--- src/rtl/dma_seq_pkg.sv ---
package dma_seq_pkg;

  typedef enum logic [2:0] {
    MODE_STOP    = 3'd0,
    MODE_BASIC   = 3'd1,
    MODE_AUTO    = 3'd2,
    MODE_PP      = 3'd3,
    MODE_MSG_PRI = 3'd4,
    MODE_MSG_ALT = 3'd5,
    MODE_PSG_PRI = 3'd6,
    MODE_PSG_ALT = 3'd7
  } chanMode_e;

  typedef enum logic [1:0] {
    ST_IDLE  = 2'd0,
    ST_READ  = 2'd1,
    ST_WRITE = 2'd2,
    ST_PAUSE = 2'd3
  } seqState_e;

  // strobes from control to datapath
  typedef struct packed {
    logic loadCfg;
    logic captureRd;
    logic finishXfer;
  } dpCtrl_t;

  function automatic logic [2:0] sizeStep(input logic [1:0] code);
    case (code)
      2'd0:    sizeStep = 3'd1;
      2'd1:    sizeStep = 3'd2;
      default: sizeStep = 3'd4;
    endcase
  endfunction

endpackage

--- src/rtl/dma_seq_dp.sv ---
module dma_seq_dp
  import dma_seq_pkg::*;
#(
  parameter int ADDR_W = 32,
  parameter int DATA_W = 32,
  parameter int CNT_W  = 10,
  parameter int ARB_W  = 4
) (
  input  logic              clk,
  input  logic              rstN,
  input  dpCtrl_t           ctl,
  input  logic [CNT_W-1:0]  cfgCountM1,
  input  logic [ARB_W-1:0]  cfgArbExp,
  input  logic [1:0]        cfgSize,
  input  logic [ADDR_W-1:0] cfgSrcAddr,
  input  logic [ADDR_W-1:0] cfgDstAddr,
  input  logic [DATA_W-1:0] memRdata,
  output logic [ADDR_W-1:0] srcAddr,
  output logic [ADDR_W-1:0] dstAddr,
  output logic [DATA_W-1:0] wrData,
  output logic              lastXfer,
  output logic              blockEnd
);

  localparam int LEN_W   = CNT_W + 1;
  localparam int MAX_EXP = CNT_W;

  logic [LEN_W-1:0] remaining;
  logic [LEN_W-1:0] blkCnt;
  logic [LEN_W-1:0] blkLimit;
  logic [2:0]       step;
  logic [ARB_W-1:0] effExp;

  always_comb begin
    effExp = (cfgArbExp > ARB_W'(MAX_EXP)) ? ARB_W'(MAX_EXP) : cfgArbExp;
  end

  assign lastXfer = (remaining == LEN_W'(1));
  assign blockEnd = ((blkCnt + LEN_W'(1)) == blkLimit);

  always_ff @(posedge clk) begin
    if (!rstN) begin
      srcAddr   <= '0;
      dstAddr   <= '0;
      wrData    <= '0;
      remaining <= '0;
      blkCnt    <= '0;
      blkLimit  <= LEN_W'(1);
      step      <= 3'd1;
    end else if (ctl.loadCfg) begin
      srcAddr   <= cfgSrcAddr;
      dstAddr   <= cfgDstAddr;
      remaining <= LEN_W'(cfgCountM1) + LEN_W'(1);
      blkCnt    <= '0;
      blkLimit  <= LEN_W'(1) << effExp;
      step      <= sizeStep(cfgSize);
    end else begin
      if (ctl.captureRd) wrData <= memRdata;
      if (ctl.finishXfer) begin
        srcAddr   <= srcAddr + ADDR_W'(step);
        dstAddr   <= dstAddr + ADDR_W'(step);
        remaining <= remaining - LEN_W'(1);
        blkCnt    <= blockEnd ? '0 : blkCnt + LEN_W'(1);
      end
    end
  end


  blk_in_range_chk: assert property (@(posedge clk) disable iff (!rstN)
    blkCnt < blkLimit);


  remain_nonzero_chk: assert property (@(posedge clk) disable iff (!rstN)
    ctl.finishXfer |-> remaining != '0);

endmodule

--- src/rtl/dma_seq_ctrl.sv ---
module dma_seq_ctrl
  import dma_seq_pkg::*;
(
  input  logic       clk,
  input  logic       rstN,
  input  logic       startLoad,
  input  logic [2:0] cfgMode,
  input  logic       periphReq,
  input  logic       swReq,
  input  logic       doneClr,
  input  logic       memReady,
  input  logic       lastXfer,
  input  logic       blockEnd,
  output dpCtrl_t    ctl,
  output logic       memReq,
  output logic       memWrite,
  output logic [2:0] modeOut,
  output logic       doneFlag
);

  seqState_e state, nextState;
  chanMode_e modeReg;
  logic      runnable;
  logic      setDone;

  assign runnable = (modeReg == MODE_BASIC) || (modeReg == MODE_AUTO);
  assign memReq   = (state == ST_READ) || (state == ST_WRITE);
  assign memWrite = (state == ST_WRITE);
  assign modeOut  = modeReg;

  always_comb begin
    nextState      = state;
    ctl            = '0;
    ctl.loadCfg    = startLoad;
    setDone        = 1'b0;
    if (startLoad) begin
      nextState = ST_IDLE;
    end else begin
      case (state)
        ST_IDLE: if (runnable && (periphReq || swReq)) nextState = ST_READ;
        ST_READ: if (memReady) begin
          ctl.captureRd = 1'b1;
          nextState     = ST_WRITE;
        end
        ST_WRITE: if (memReady) begin
          ctl.finishXfer = 1'b1;
          if (lastXfer) begin
            setDone   = 1'b1;
            nextState = ST_IDLE;
          end else if (blockEnd) begin
            nextState = (modeReg == MODE_AUTO) ? ST_PAUSE : ST_IDLE;
          end else begin
            nextState = ST_READ;
          end
        end
        default: nextState = ST_READ;
      endcase
    end
  end

  always_ff @(posedge clk) begin
    if (!rstN) begin
      state    <= ST_IDLE;
      modeReg  <= MODE_STOP;
      doneFlag <= 1'b0;
    end else begin
      state <= nextState;
      if (startLoad)    modeReg <= chanMode_e'(cfgMode);
      else if (setDone) modeReg <= MODE_STOP;
      if (doneClr)      doneFlag <= 1'b0;
      else if (setDone) doneFlag <= 1'b1;
    end
  end


  pause_one_cycle_chk: assert property (@(posedge clk) disable iff (!rstN)
    (state == ST_PAUSE && !startLoad) |=> memReq && !memWrite);


  stopped_no_start_chk: assert property (@(posedge clk) disable iff (!rstN)
    (state == ST_IDLE && !runnable) |=> !memReq);


  idle_waits_req_chk: assert property (@(posedge clk) disable iff (!rstN)
    (state == ST_IDLE && !periphReq && !swReq) |=> !memReq);


  clr_wins_chk: assert property (@(posedge clk) disable iff (!rstN)
    doneClr |=> !doneFlag);


  hold_access_chk: assert property (@(posedge clk) disable iff (!rstN)
    (memReq && !memReady && !startLoad) |=> memReq && $stable(memWrite));


  done_stops_chk: assert property (@(posedge clk) disable iff (!rstN)
    $rose(doneFlag) |-> modeOut == MODE_STOP);

endmodule

--- src/rtl/dma_chan_seq.sv ---
module dma_chan_seq
  import dma_seq_pkg::*;
#(
  parameter int ADDR_W = 32,
  parameter int DATA_W = 32,
  parameter int CNT_W  = 10,
  parameter int ARB_W  = 4
) (
  input  logic              clk,
  input  logic              rstN,
  input  logic              startLoad,
  input  logic [2:0]        cfgMode,
  input  logic [CNT_W-1:0]  cfgCountM1,
  input  logic [ARB_W-1:0]  cfgArbExp,
  input  logic [1:0]        cfgSize,
  input  logic [ADDR_W-1:0] cfgSrcAddr,
  input  logic [ADDR_W-1:0] cfgDstAddr,
  input  logic              periphReq,
  input  logic              swReq,
  input  logic              doneClr,
  output logic              memReq,
  output logic              memWrite,
  output logic [ADDR_W-1:0] memAddr,
  output logic [DATA_W-1:0] memWdata,
  input  logic [DATA_W-1:0] memRdata,
  input  logic              memReady,
  output logic [2:0]        modeOut,
  output logic              doneFlag
);

  dpCtrl_t           ctl;
  logic [ADDR_W-1:0] srcAddr;
  logic [ADDR_W-1:0] dstAddr;
  logic              lastXfer;
  logic              blockEnd;

  dma_seq_ctrl u_ctrl (
    .clk       (clk),
    .rstN      (rstN),
    .startLoad (startLoad),
    .cfgMode   (cfgMode),
    .periphReq (periphReq),
    .swReq     (swReq),
    .doneClr   (doneClr),
    .memReady  (memReady),
    .lastXfer  (lastXfer),
    .blockEnd  (blockEnd),
    .ctl       (ctl),
    .memReq    (memReq),
    .memWrite  (memWrite),
    .modeOut   (modeOut),
    .doneFlag  (doneFlag)
  );

  dma_seq_dp #(
    .ADDR_W (ADDR_W),
    .DATA_W (DATA_W),
    .CNT_W  (CNT_W),
    .ARB_W  (ARB_W)
  ) u_dp (
    .clk        (clk),
    .rstN       (rstN),
    .ctl        (ctl),
    .cfgCountM1 (cfgCountM1),
    .cfgArbExp  (cfgArbExp),
    .cfgSize    (cfgSize),
    .cfgSrcAddr (cfgSrcAddr),
    .cfgDstAddr (cfgDstAddr),
    .memRdata   (memRdata),
    .srcAddr    (srcAddr),
    .dstAddr    (dstAddr),
    .wrData     (memWdata),
    .lastXfer   (lastXfer),
    .blockEnd   (blockEnd)
  );

  assign memAddr = memWrite ? dstAddr : srcAddr;

endmodule

--- config.mk ---
export PLATFORM = sky130hd
export DESIGN_NAME = dma_chan_seq
export DESIGN_NICKNAME = d
export VERILOG_FILES = /design/src/rtl/dma_seq_pkg.sv /design/src/rtl/dma_seq_dp.sv /design/src/rtl/dma_seq_ctrl.sv /design/src/rtl/dma_chan_seq.sv
export SDC_FILE = /design/constraint.sdc
export NUM_CORES = 1
export LEC_CHECK = 0
export BUFFER_PORTS_ARGS = -buffer_cell sky130_fd_sc_hd__buf_2
export CAP_MARGIN = 20
export CORE_ASPECT_RATIO = 1.2
export CORE_MARGIN = 8
export CORE_UTILIZATION = 46
export DETAILED_ROUTE_END_ITERATION = 8
export HOLD_SLACK_MARGIN = 0.12
export PLACE_DENSITY_LB_ADDON = 0.3
export SLEW_MARGIN = 20
export SYNTH_ARGS = -nofsm -noshare
export SYNTH_HDL_FRONTEND = slang
export SYNTH_HIERARCHICAL = 1
export SYNTH_SLANG_ARGS = --single-unit
--- constraint.sdc ---
create_clock -name clk -period 6.9 [get_ports clk]
set_input_delay 1.035 -clock clk [delete_from_list [all_inputs] [get_ports clk]]
set_output_delay 1.035 -clock clk [all_outputs]
set_load 0.1 [all_outputs]
Yosys cells after proc, flatten, opt, wreduce, memory -nomap -nowiden:

Cells that the tools add are included.

* output and inout port bits: 70
* register bits after elaboration: 138
* input port bits: 122
* logic and storage cells: 68

* add/subtract/negate cells: 5
* magnitude comparators: 1
* equality and inequality tests: 10
* multiplexer cells: 27
* bitwise logic cells: 2
* shift operators: 1
* reduce and logical (&&, ||, !) cells: 12

Operator list (count)
* 32-bit 2-to-1 mux: 5
* 32-bit by 3-bit adder with 32-bit output: 2
* 11-bit 2-to-1 mux: 3
* 2-bit 2-to-1 mux: 7
* 10-bit by 1-bit adder with 11-bit output, second input constant: 1
* 11-bit by 1-bit adder with 11-bit output, second input constant: 1
* 11-bit by 1-bit equality test with 1-bit output, second input constant: 1
* 11-bit equality test: 1
* 1-bit by 4-bit left shift with 11-bit output, first input constant: 1
* 11-bit by 1-bit subtractor with 11-bit output, second input constant: 1
* 1-bit 2-to-1 mux: 7
* 3-bit 2-to-1 mux: 2
* 2-bit case mux with 3 select lines: 1
* 3-bit case mux with 2 select lines: 1
* 2-bit by 1-bit equality test with 1-bit output, second input constant: 2
* 4-bit > comparator, second input constant: 1
* 2-bit logical NOT: 2
* 4-bit 2-to-1 mux: 1
* 2-bit by 1-bit inequality test with 1-bit output, second input constant: 2
* 2-bit nonzero test: 2
* 2-bit OR reduction: 2
* 3-bit by 1-bit equality test with 1-bit output, second input constant: 1
* 3-bit by 2-bit equality test with 1-bit output, second input constant: 1
* 1-bit logical OR: 3
* 6 further kinds: 7

Logic depth before layout (Yosys ltp):

Gate-level depths: netlist (run 1).

* depth in word-level cells: 7
* depth in mapped cells: 10
* depth with buffers taken out: 9

Modules after synthesis:

Netlist (run 1), hierarchy kept.

Modules (own cells, without submodules)
* dma_seq_dp: cells each 812, times used 1, area each 6787.8 um^2, seq. area each 2642.5 um^2
* dma_chan_seq: cells each 36, times used 1, area each 544.3 um^2, seq. area each 0.0 um^2
* dma_seq_ctrl: cells each 40, times used 1, area each 376.6 um^2, seq. area each 120.1 um^2

Worst setup path after synthesis (run 1):

No wires, ideal clock.

* path kind: reg2out
* from: register u_ctrl.state[0]
* to: output port memAddr[0]
* data arrival time: 2.075 ns
* buffers on the path: 2
* cell stages (with the launch flop): 6
* data required time: 5.865 ns
* path slack: 3.790 ns
* path through: dfxtp_1 inv_1 ha_1 buf_6 buf_12 mux2_4

* cells in the longest elaborated chain, start to end: 2

Ends and longest elaborated chain
* start, declared: line dma_seq_ctrl.sv:21 `seqState_e state, nextState;`
* start signal, assigned: line dma_seq_ctrl.sv:67 `state <= nextState;`
* 2-bit equality test: line dma_seq_ctrl.sv:28 `assign memWrite = (state == ST_WRITE);`
* via memWrite: line dma_chan_seq.sv:22 `output logic memWrite,`
* 32-bit 2-to-1 mux: line dma_chan_seq.sv:77 `assign memAddr = memWrite ? dstAddr : srcAddr;`
* end, declared: line dma_chan_seq.sv:23 `output logic [ADDR_W-1:0] memAddr,`

The timed path passes the listed nets, and every way through them passes these cells.

Final worst setup path (run 1):

* from: register u_ctrl.state[0]
* to: output port memAddr[1]

* cells in the longest elaborated chain, start to end: 2

Ends and longest elaborated chain (line)
* 2-bit equality test: dma_seq_ctrl.sv:28
* 32-bit 2-to-1 mux: dma_chan_seq.sv:77

Every way passes these cells.

==> flow_summary.yaml, run 1 <==
outcome:
  status: "completed"
sta:
  fmax_ghz: 0.303
  fin_skew_ns: 0.00637
  finalSetupTns_ns: 0
  finalSetupViolCount: 0
  max_slew.worst_pin.slew_ns: 1.05
  finalHoldViolCount: 0
  postLayoutSetupSlackWorst_ns: 3.60
  relSlewSlack_pct: 29.8
  grt_setup_unrepaired: "false"
  period_share_pct: 47.8
  period_minus_slack_ns: 3.30
  final_max_slew_viol_count: 0
  hold_slack_ns: 0.450
critical_path:
  cp-end-kind: "primary output"
  reg2reg_depth: 10
  rrSetupSlack_ns: 3.85
  cp-start-kind: "register"
  worstPathArrival_ns: 2.26
  cp_num_buf_inv: 3
  cp_max_fo: 38
  slowest_delay_ns: 0.54
  critical_path.top_delay_family: "buffers and inverters"
  r2r-end: "u_dp/remaining[8]$_SDFFE_PN0P_"
  crit_type: "register to primary output"
  path_cells: "inv_1 -> ha_2 -> buf_4 -> mux2_4 -> buf_2"
  r2r_start: "u_ctrl/state[0]$_SDFFE_PP0P_"
  required_ns: 5.86
  slowest_stage: "buf_4"
detailed_routing:
  remaining_drc_errors: 0
  drt_pre_antenna_iters: 4
  wl_per_cell_um: 16.1
  routed_wl_mm: 20.6
  via_per_inst: 5.35
  drt_iter0_drc: 308
  final_antenna_net_count: 0
  vias: 6831
grt:
  grt_max_degree: 101
  grt_pass1_wl_mm: 32.8
  first_global_vias: 6706
  grtUsageTotal_pct: 19.0
  overflow: 0
  grt_antenna_before_repair: 3
power_and_ir_drop:
  internal_power_mw: 1.58
  combinationalPowerShare_pct: 14.3
  cellPowerDensity_nw_per_um2: 234
  irDropWorstVdd_v: 0.000143
  p_switching_mw: 0.606
  total_leakage_power_nw: 3.85
  p_clk_share_pct: 45.9
  pwr-share-seq_pct: 39.8
  total_power_mw: 2.18
  switching_share_pct: 27.8
cts:
  cts.sinks: 138
  cts_resized: 0
  clock_latency_ns: 0.42
  clk_pin_slew_ns: 0.06
  post_cts_buffers: 0
  htreeDepth: 4
  cts_max_path_buffers: 2
  cts_hold_buf: 0
  cts_buffers: 17
  cts_tree: "built"
  cts_root_buffer: "clkbuf_16"
hold_path:
  hold_end: "u_dp/wrData[14]$_SDFFE_PN0P_"
  hold_path_depth: 2
  hp-class: "register to register"
  min_from: "u_dp/wrData[14]$_SDFFE_PN0P_"
floorplan:
  dieArea_um2: 21200
  initial_core_util_pct: 46.3
  die_h_um: 158
  die_width_um: 134
  core_area_um2: 16700
  rows: 52
  io_pins: 192
yosys:
  synth.distinct_cells: 71
  async_flop_share_pct: 0
  syn-instance-count: 888
  synth_nets: 1025
  syn_area_um2: 7710
  avgSynthCellArea_um2: 8.68
  synth-edff-count: 0
  synth.ff_latch_count: 138
  yosysWarnings: 6
  ys_seq_area_share_pct: 35.8
  ys.flop_type: "dfxtp_1"
final_layout:
  area_delta_synth_final_pct: 21.2
  layout_common_cells: "buf_2, dfxtp_1, nand2_1"
  post-route-util_pct: 56.1
  drive_gt1_share_pct: 27.7
  num-nets-final: 1182
  final_common_cell: "buf_2"
  fill_cells: 1573
place:
  post-place-ws_ns: 3.32
  gp_congestion: 0.844
  dp_hpwl_mm: 14.7
  portBuffers: 191
run:
  maxCapViolCount: 0
Yosys cell counts (all sizes together) (6+ instances only):
| cell type | number | area share (%) |
|---|---|---|
| a21o | 6 | 0.60 |
| nor2 | 75 | 3.7 |
| nor2b | 12 | 1.0 |
| clkbuf | 41 | 2.0 |
| dfxtp | 138 | 36 |
| o211a | 6 | 0.78 |
| a211oi | 36 | 4.1 |
| a21oi | 72 | 4.7 |
| o22ai | 7 | 0.57 |
| ha | 13 | 2.1 |
| and4 | 7 | 0.80 |
| mux2i | 16 | 2.1 |
| a22oi | 11 | 1.1 |
| inv | 12 | 0.58 |
| o21ai | 25 | 1.7 |
| xnor2 | 44 | 5.1 |
| and2 | 9 | 0.73 |
| buf | 19 | 2.0 |
| nand3 | 31 | 2.0 |
| nand2 | 119 | 5.8 |
| nor4 | 6 | 0.57 |
| xor2 | 52 | 5.9 |
| mux2 | 32 | 6.1 |
| nand4 | 29 | 2.6 |
| and3 | 8 | 0.65 |
| nor3 | 10 | 0.93 |
cells by family (layout without fill, tap and decap cells):
kind of cell             Yosys count  count (layout)  share of synthesized area, %
XOR/XNOR                          96              96                          11.0
other                              0               2                             0
buffers and inverters             73             243                          4.64
adder cells (fa/ha/maj)           15              15                          2.63
AO/OA/AOI/OAI                    186             186                          16.0
multiplexers                      48              48                          8.21
AND/OR/NAND/NOR                  332             332                          21.7
flip-flops                       138             138                          35.8
routing by layer:
metal | GRT usage [%] | vias to the layer above | part of all wire [%]
li1 | - | 3441 | -
met1 | 21.7 | 3200 | 41
met2 | 33.2 | 152 | 52
met3 | 5.17 | 36 | 5.0
met4 | 7.28 | 2 | 2.1
met5 | 0 | - | 0.049
worst register-to-register path, delay by kind of cell, from the launching register on:
family | cells | cell delay, ns
adders and majority gates | 1 | 0.16
and+or+nand+nor | 4 | 1.02
AOI/OAI and AO/OA | 1 | 0.21
DFF | 1 | 0.32
buffers and inverters | 3 | 1.07
xor gates and xnor gates | 1 | 0.18
per-stage QoR:
stage / instance area, um2 / std cells
6_report: 9350 / 1276
5_1_grt: 9350 / 1276
3_3_place_gp: 8680 / 1241
4_1_cts: 9330 / 1273
2_1_floorplan: 7710 / 888
3_5_place_dp: 8680 / 1241
sequential cells by signal, indices dropped and copies added (netlist names):
register / count
u_dp/srcAddr: 32
u_ctrl/doneFlag: 1
u_dp/dstAddr: 32
u_ctrl/state: 2
u_dp/blkLimit: 11
u_dp/remaining: 11
u_dp/blkCnt: 11
u_dp/step: 3
u_dp/wrData: 32
u_ctrl/modeOut: 3
layout make-up:
| type | instances | area (um2) | share of cell area (%) |
|---|---|---|---|
| antenna | 2 | 5.00 | 0.0535 |
| multi-input combinational | 677 | 4590 | 49.2 |
| clock inverter | 15 | 223 | 2.38 |
| inverter | 13 | 50.0 | 0.535 |
| sequential | 138 | 2760 | 29.6 |
| clock buffer | 17 | 425 | 4.55 |
| timing repair buffer | 198 | 1020 | 10.9 |
| tap | 216 | 270 | 2.89 |
worst max path at each step:
stage                                      start                      endpoint  slack (ns)  cells after the start
finish              u_ctrl/state[0]$_SDFFE_PP0P_                    memAddr[1]        3.60                      5
global placement                       startLoad  u_dp/blkCnt[10]$_SDFFE_PP0P_        3.37                      6
global route        u_ctrl/state[0]$_SDFFE_PP0P_                    memAddr[2]        3.50                      5
detailed placement                     startLoad   u_dp/blkCnt[2]$_SDFFE_PP0P_        3.32                      6
floorplan           u_ctrl/state[0]$_SDFFE_PP0P_                    memAddr[0]        3.79                      5
CTS                 u_ctrl/state[0]$_SDFFE_PP0P_                    memAddr[1]        3.58                      5
power groups by stage:
stage	logic (mW)	registers, mW	clock network, mW
after global routing	0.333	0.874	1.06
after floorplan	0.221	0.891	0
after global placement	0.309	0.885	0
after CTS	0.313	0.869	1.02
final	0.311	0.869	1.00
after detailed placement	0.311	0.886	0
No activity file was read; power rests on OpenSTA's default activity.
==> inputs of run 2 (changes only) <==
==> constraint.sdc (replaced) <==
create_clock -name clk -period 3 [get_ports clk]
set_input_delay 0.45 -clock clk [delete_from_list [all_inputs] [get_ports clk]]
set_output_delay 0.45 -clock clk [all_outputs]
set_load 0.1 [all_outputs]
==> run 2 against run 1 <==
Worst hold slack got worse by 0.25 ns. Sequential share of layout area about the same. Sequential cell count stayed put. Critical path type unchanged. Highest routed layer unchanged.
==> flow_summary.yaml, run 2 (same netlist as run 1, synthesis figures left out) <==
cts:
  clk_pin_slew_ns: 0.06
  cts_buffers: 17
  cts_hold_buf: 0
  htreeDepth: 4
  cts_tree: "built"
  cts.sinks: 138
  cts_max_path_buffers: 2
  post_cts_buffers: 0
  cts_root_buffer: "clkbuf_16"
  clock_latency_ns: 0.43
  cts_resized: 0
critical_path:
  worstPathArrival_ns: 2.08
  required_ns: 2.55
  slowest_stage: "mux2_2"
  crit_type: "register to primary output"
  crit_end: "memAddr[31]"
  slowest_delay_ns: 0.39
  path_cells: "inv_1 -> ha_2 -> buf_4 -> mux2_2 -> buf_2"
  r2r_start: "u_ctrl/state[0]$_SDFFE_PP0P_"
  r2r-end: "u_dp/dstAddr[30]$_SDFFE_PN0P_"
  rrSetupSlack_ns: 0.71
  cp_max_fo: 21
  reg2reg_depth: 8
  cp-end-kind: "primary output"
  critical_path.top_delay_family: "buffers and inverters"
  crit_cells: 5
  cp-start-kind: "register"
  critPathLaunch: "u_ctrl/state[0]$_SDFFE_PP0P_"
  cp_num_buf_inv: 3
sta:
  fmax_ghz: 0.395
  period_share_pct: 84.4
  relSlewSlack_pct: 60.0
  max_slew.worst_pin.slew_ns: 0.600
  final_max_slew_viol_count: 0
  period_minus_slack_ns: 2.53
  grt_setup_unrepaired: "false"
  finalHoldViolCount: 0
  fin_skew_ns: 0.0171
  finalSetupViolCount: 0
  finalSetupTns_ns: 0
  hold_slack_ns: 0.195
floorplan:
  die_h_um: 158
  rows: 52
  io_pins: 192
  core_area_um2: 16700
  die_width_um: 134
  dieArea_um2: 21200
  initial_core_util_pct: 46.3
power_and_ir_drop:
  combinationalPowerShare_pct: 15.1
  irDropWorstVdd_v: 0.000365
  switching_share_pct: 30.8
  internal_power_mw: 3.33
  cellPowerDensity_nw_per_um2: 515
  pwr-share-seq_pct: 41.6
  p_clk_share_pct: 43.3
  total_leakage_power_nw: 3.84
  p_switching_mw: 1.48
outcome:
  status: "completed"
hold_path:
  hp-class: "primary input to register"
final_layout:
  multiInputGateArea_um2: 4590
  seqCellArea_um2: 2760
  reg.largest.list: "u_dp/dstAddr (32), u_dp/srcAddr (32), u_dp/wrData (32)"
  drive_gt1_share_pct: 28.0
  post-route-util_pct: 56.0
  final_common_cell: "buf_2"
  area_delta_synth_final_pct: 21.1
  num-nets-final: 1187
  layout_common_cells: "buf_2, dfxtp_1, nand2_1"
  fill_cells: 1599
  fin_area_um2: 9330
detailed_routing:
  final_antenna_net_count: 0
  via_per_inst: 5.33
  drt_pre_antenna_iters: 4
  remaining_drc_errors: 0
  vias: 6827
  wl_per_cell_um: 16.5
  drt_iter0_drc: 403
  routed_wl_mm: 21.1
grt:
  overflow: 0
  grt_pass1_wl_mm: 33.2
  first_global_vias: 6749
  grtUsageTotal_pct: 19.5
  grt_antenna_before_repair: 2
  grt_max_degree: 113
place:
  portBuffers: 191
  place_area_um2: 8750
  dp_hpwl_mm: 15.1
  gp_congestion: 0.823
run:
  maxCapViolCount: 0
==> run 2: power groups by stage <==
stage	clock network, mW	logic, mW	registers, mW
6_report	2.08	0.725	2.00
5_1_grt	2.19	0.777	2.01
4_1_cts	2.13	0.729	2.00
3_5_place_dp	0	0.726	2.04
3_3_place_gp	0	0.721	2.04
2_1_floorplan	0	0.508	2.05
==> run 2: how the worst min path moves through the flow <==
stage                                   from                             to  depth (start not counted)
6_report                             doneClr   u_ctrl/doneFlag$_SDFFE_PP0P_                          2
5_1_grt                              doneClr   u_ctrl/doneFlag$_SDFFE_PP0P_                          2
4_1_cts                              doneClr   u_ctrl/doneFlag$_SDFFE_PP0P_                          2
3_5_place_dp    u_dp/wrData[29]$_SDFFE_PN0P_   u_dp/wrData[29]$_SDFFE_PN0P_                          2
3_3_place_gp     u_dp/wrData[9]$_SDFFE_PN0P_    u_dp/wrData[9]$_SDFFE_PN0P_                          2
2_1_floorplan  u_dp/blkLimit[6]$_SDFFE_PN0P_  u_dp/blkLimit[6]$_SDFFE_PN0P_                          2
==> run 2: metrics by stage <==
step	std cells	worst slack [ns]	power [mW]
2_1_floorplan	888	0.131	2.56
3_3_place_gp	1247	0.746	2.76
3_5_place_dp	1247	0.707	2.76
4_1_cts	1279	0.422	4.85
5_1_grt	1279	0.371	4.98
6_report	1280	0.469	4.80
==> run 2: worst register-to-register path: cells and delay by family (launching register included) <==
kind | cells | cell delay (ns)
and+or+nand+nor | 4 | 1.19
DFF | 1 | 0.33
AOI/OAI and AO/OA | 1 | 0.23
adders and majority gates | 1 | 0.21
xor gates and xnor gates | 1 | 0.17
buffers and inverters | 1 | 0.09
==> run 2: layer usage <==
metal | vias to the layer above | wire length, um | share of wire (%) | global-route usage, %
met4 | 4 | 452 | 2.1 | 7.93
met5 | - | 19 | 0.090 | 0
li1 | 3449 | - | - | -
met2 | 140 | 10800 | 51 | 33.9
met1 | 3202 | 8980 | 43 | 22.4
met3 | 32 | 809 | 3.8 | 4.57
==> run 2: layout make-up <==
cell class,count,share of cell area [%]
multi-input combinational,677,49.2
sequential,138,29.6
timing repair buffer,203,11.5
clock buffer,17,4.56
tap,216,2.90
clock inverter,15,1.66
inverter,13,0.536
antenna,1,0.0268
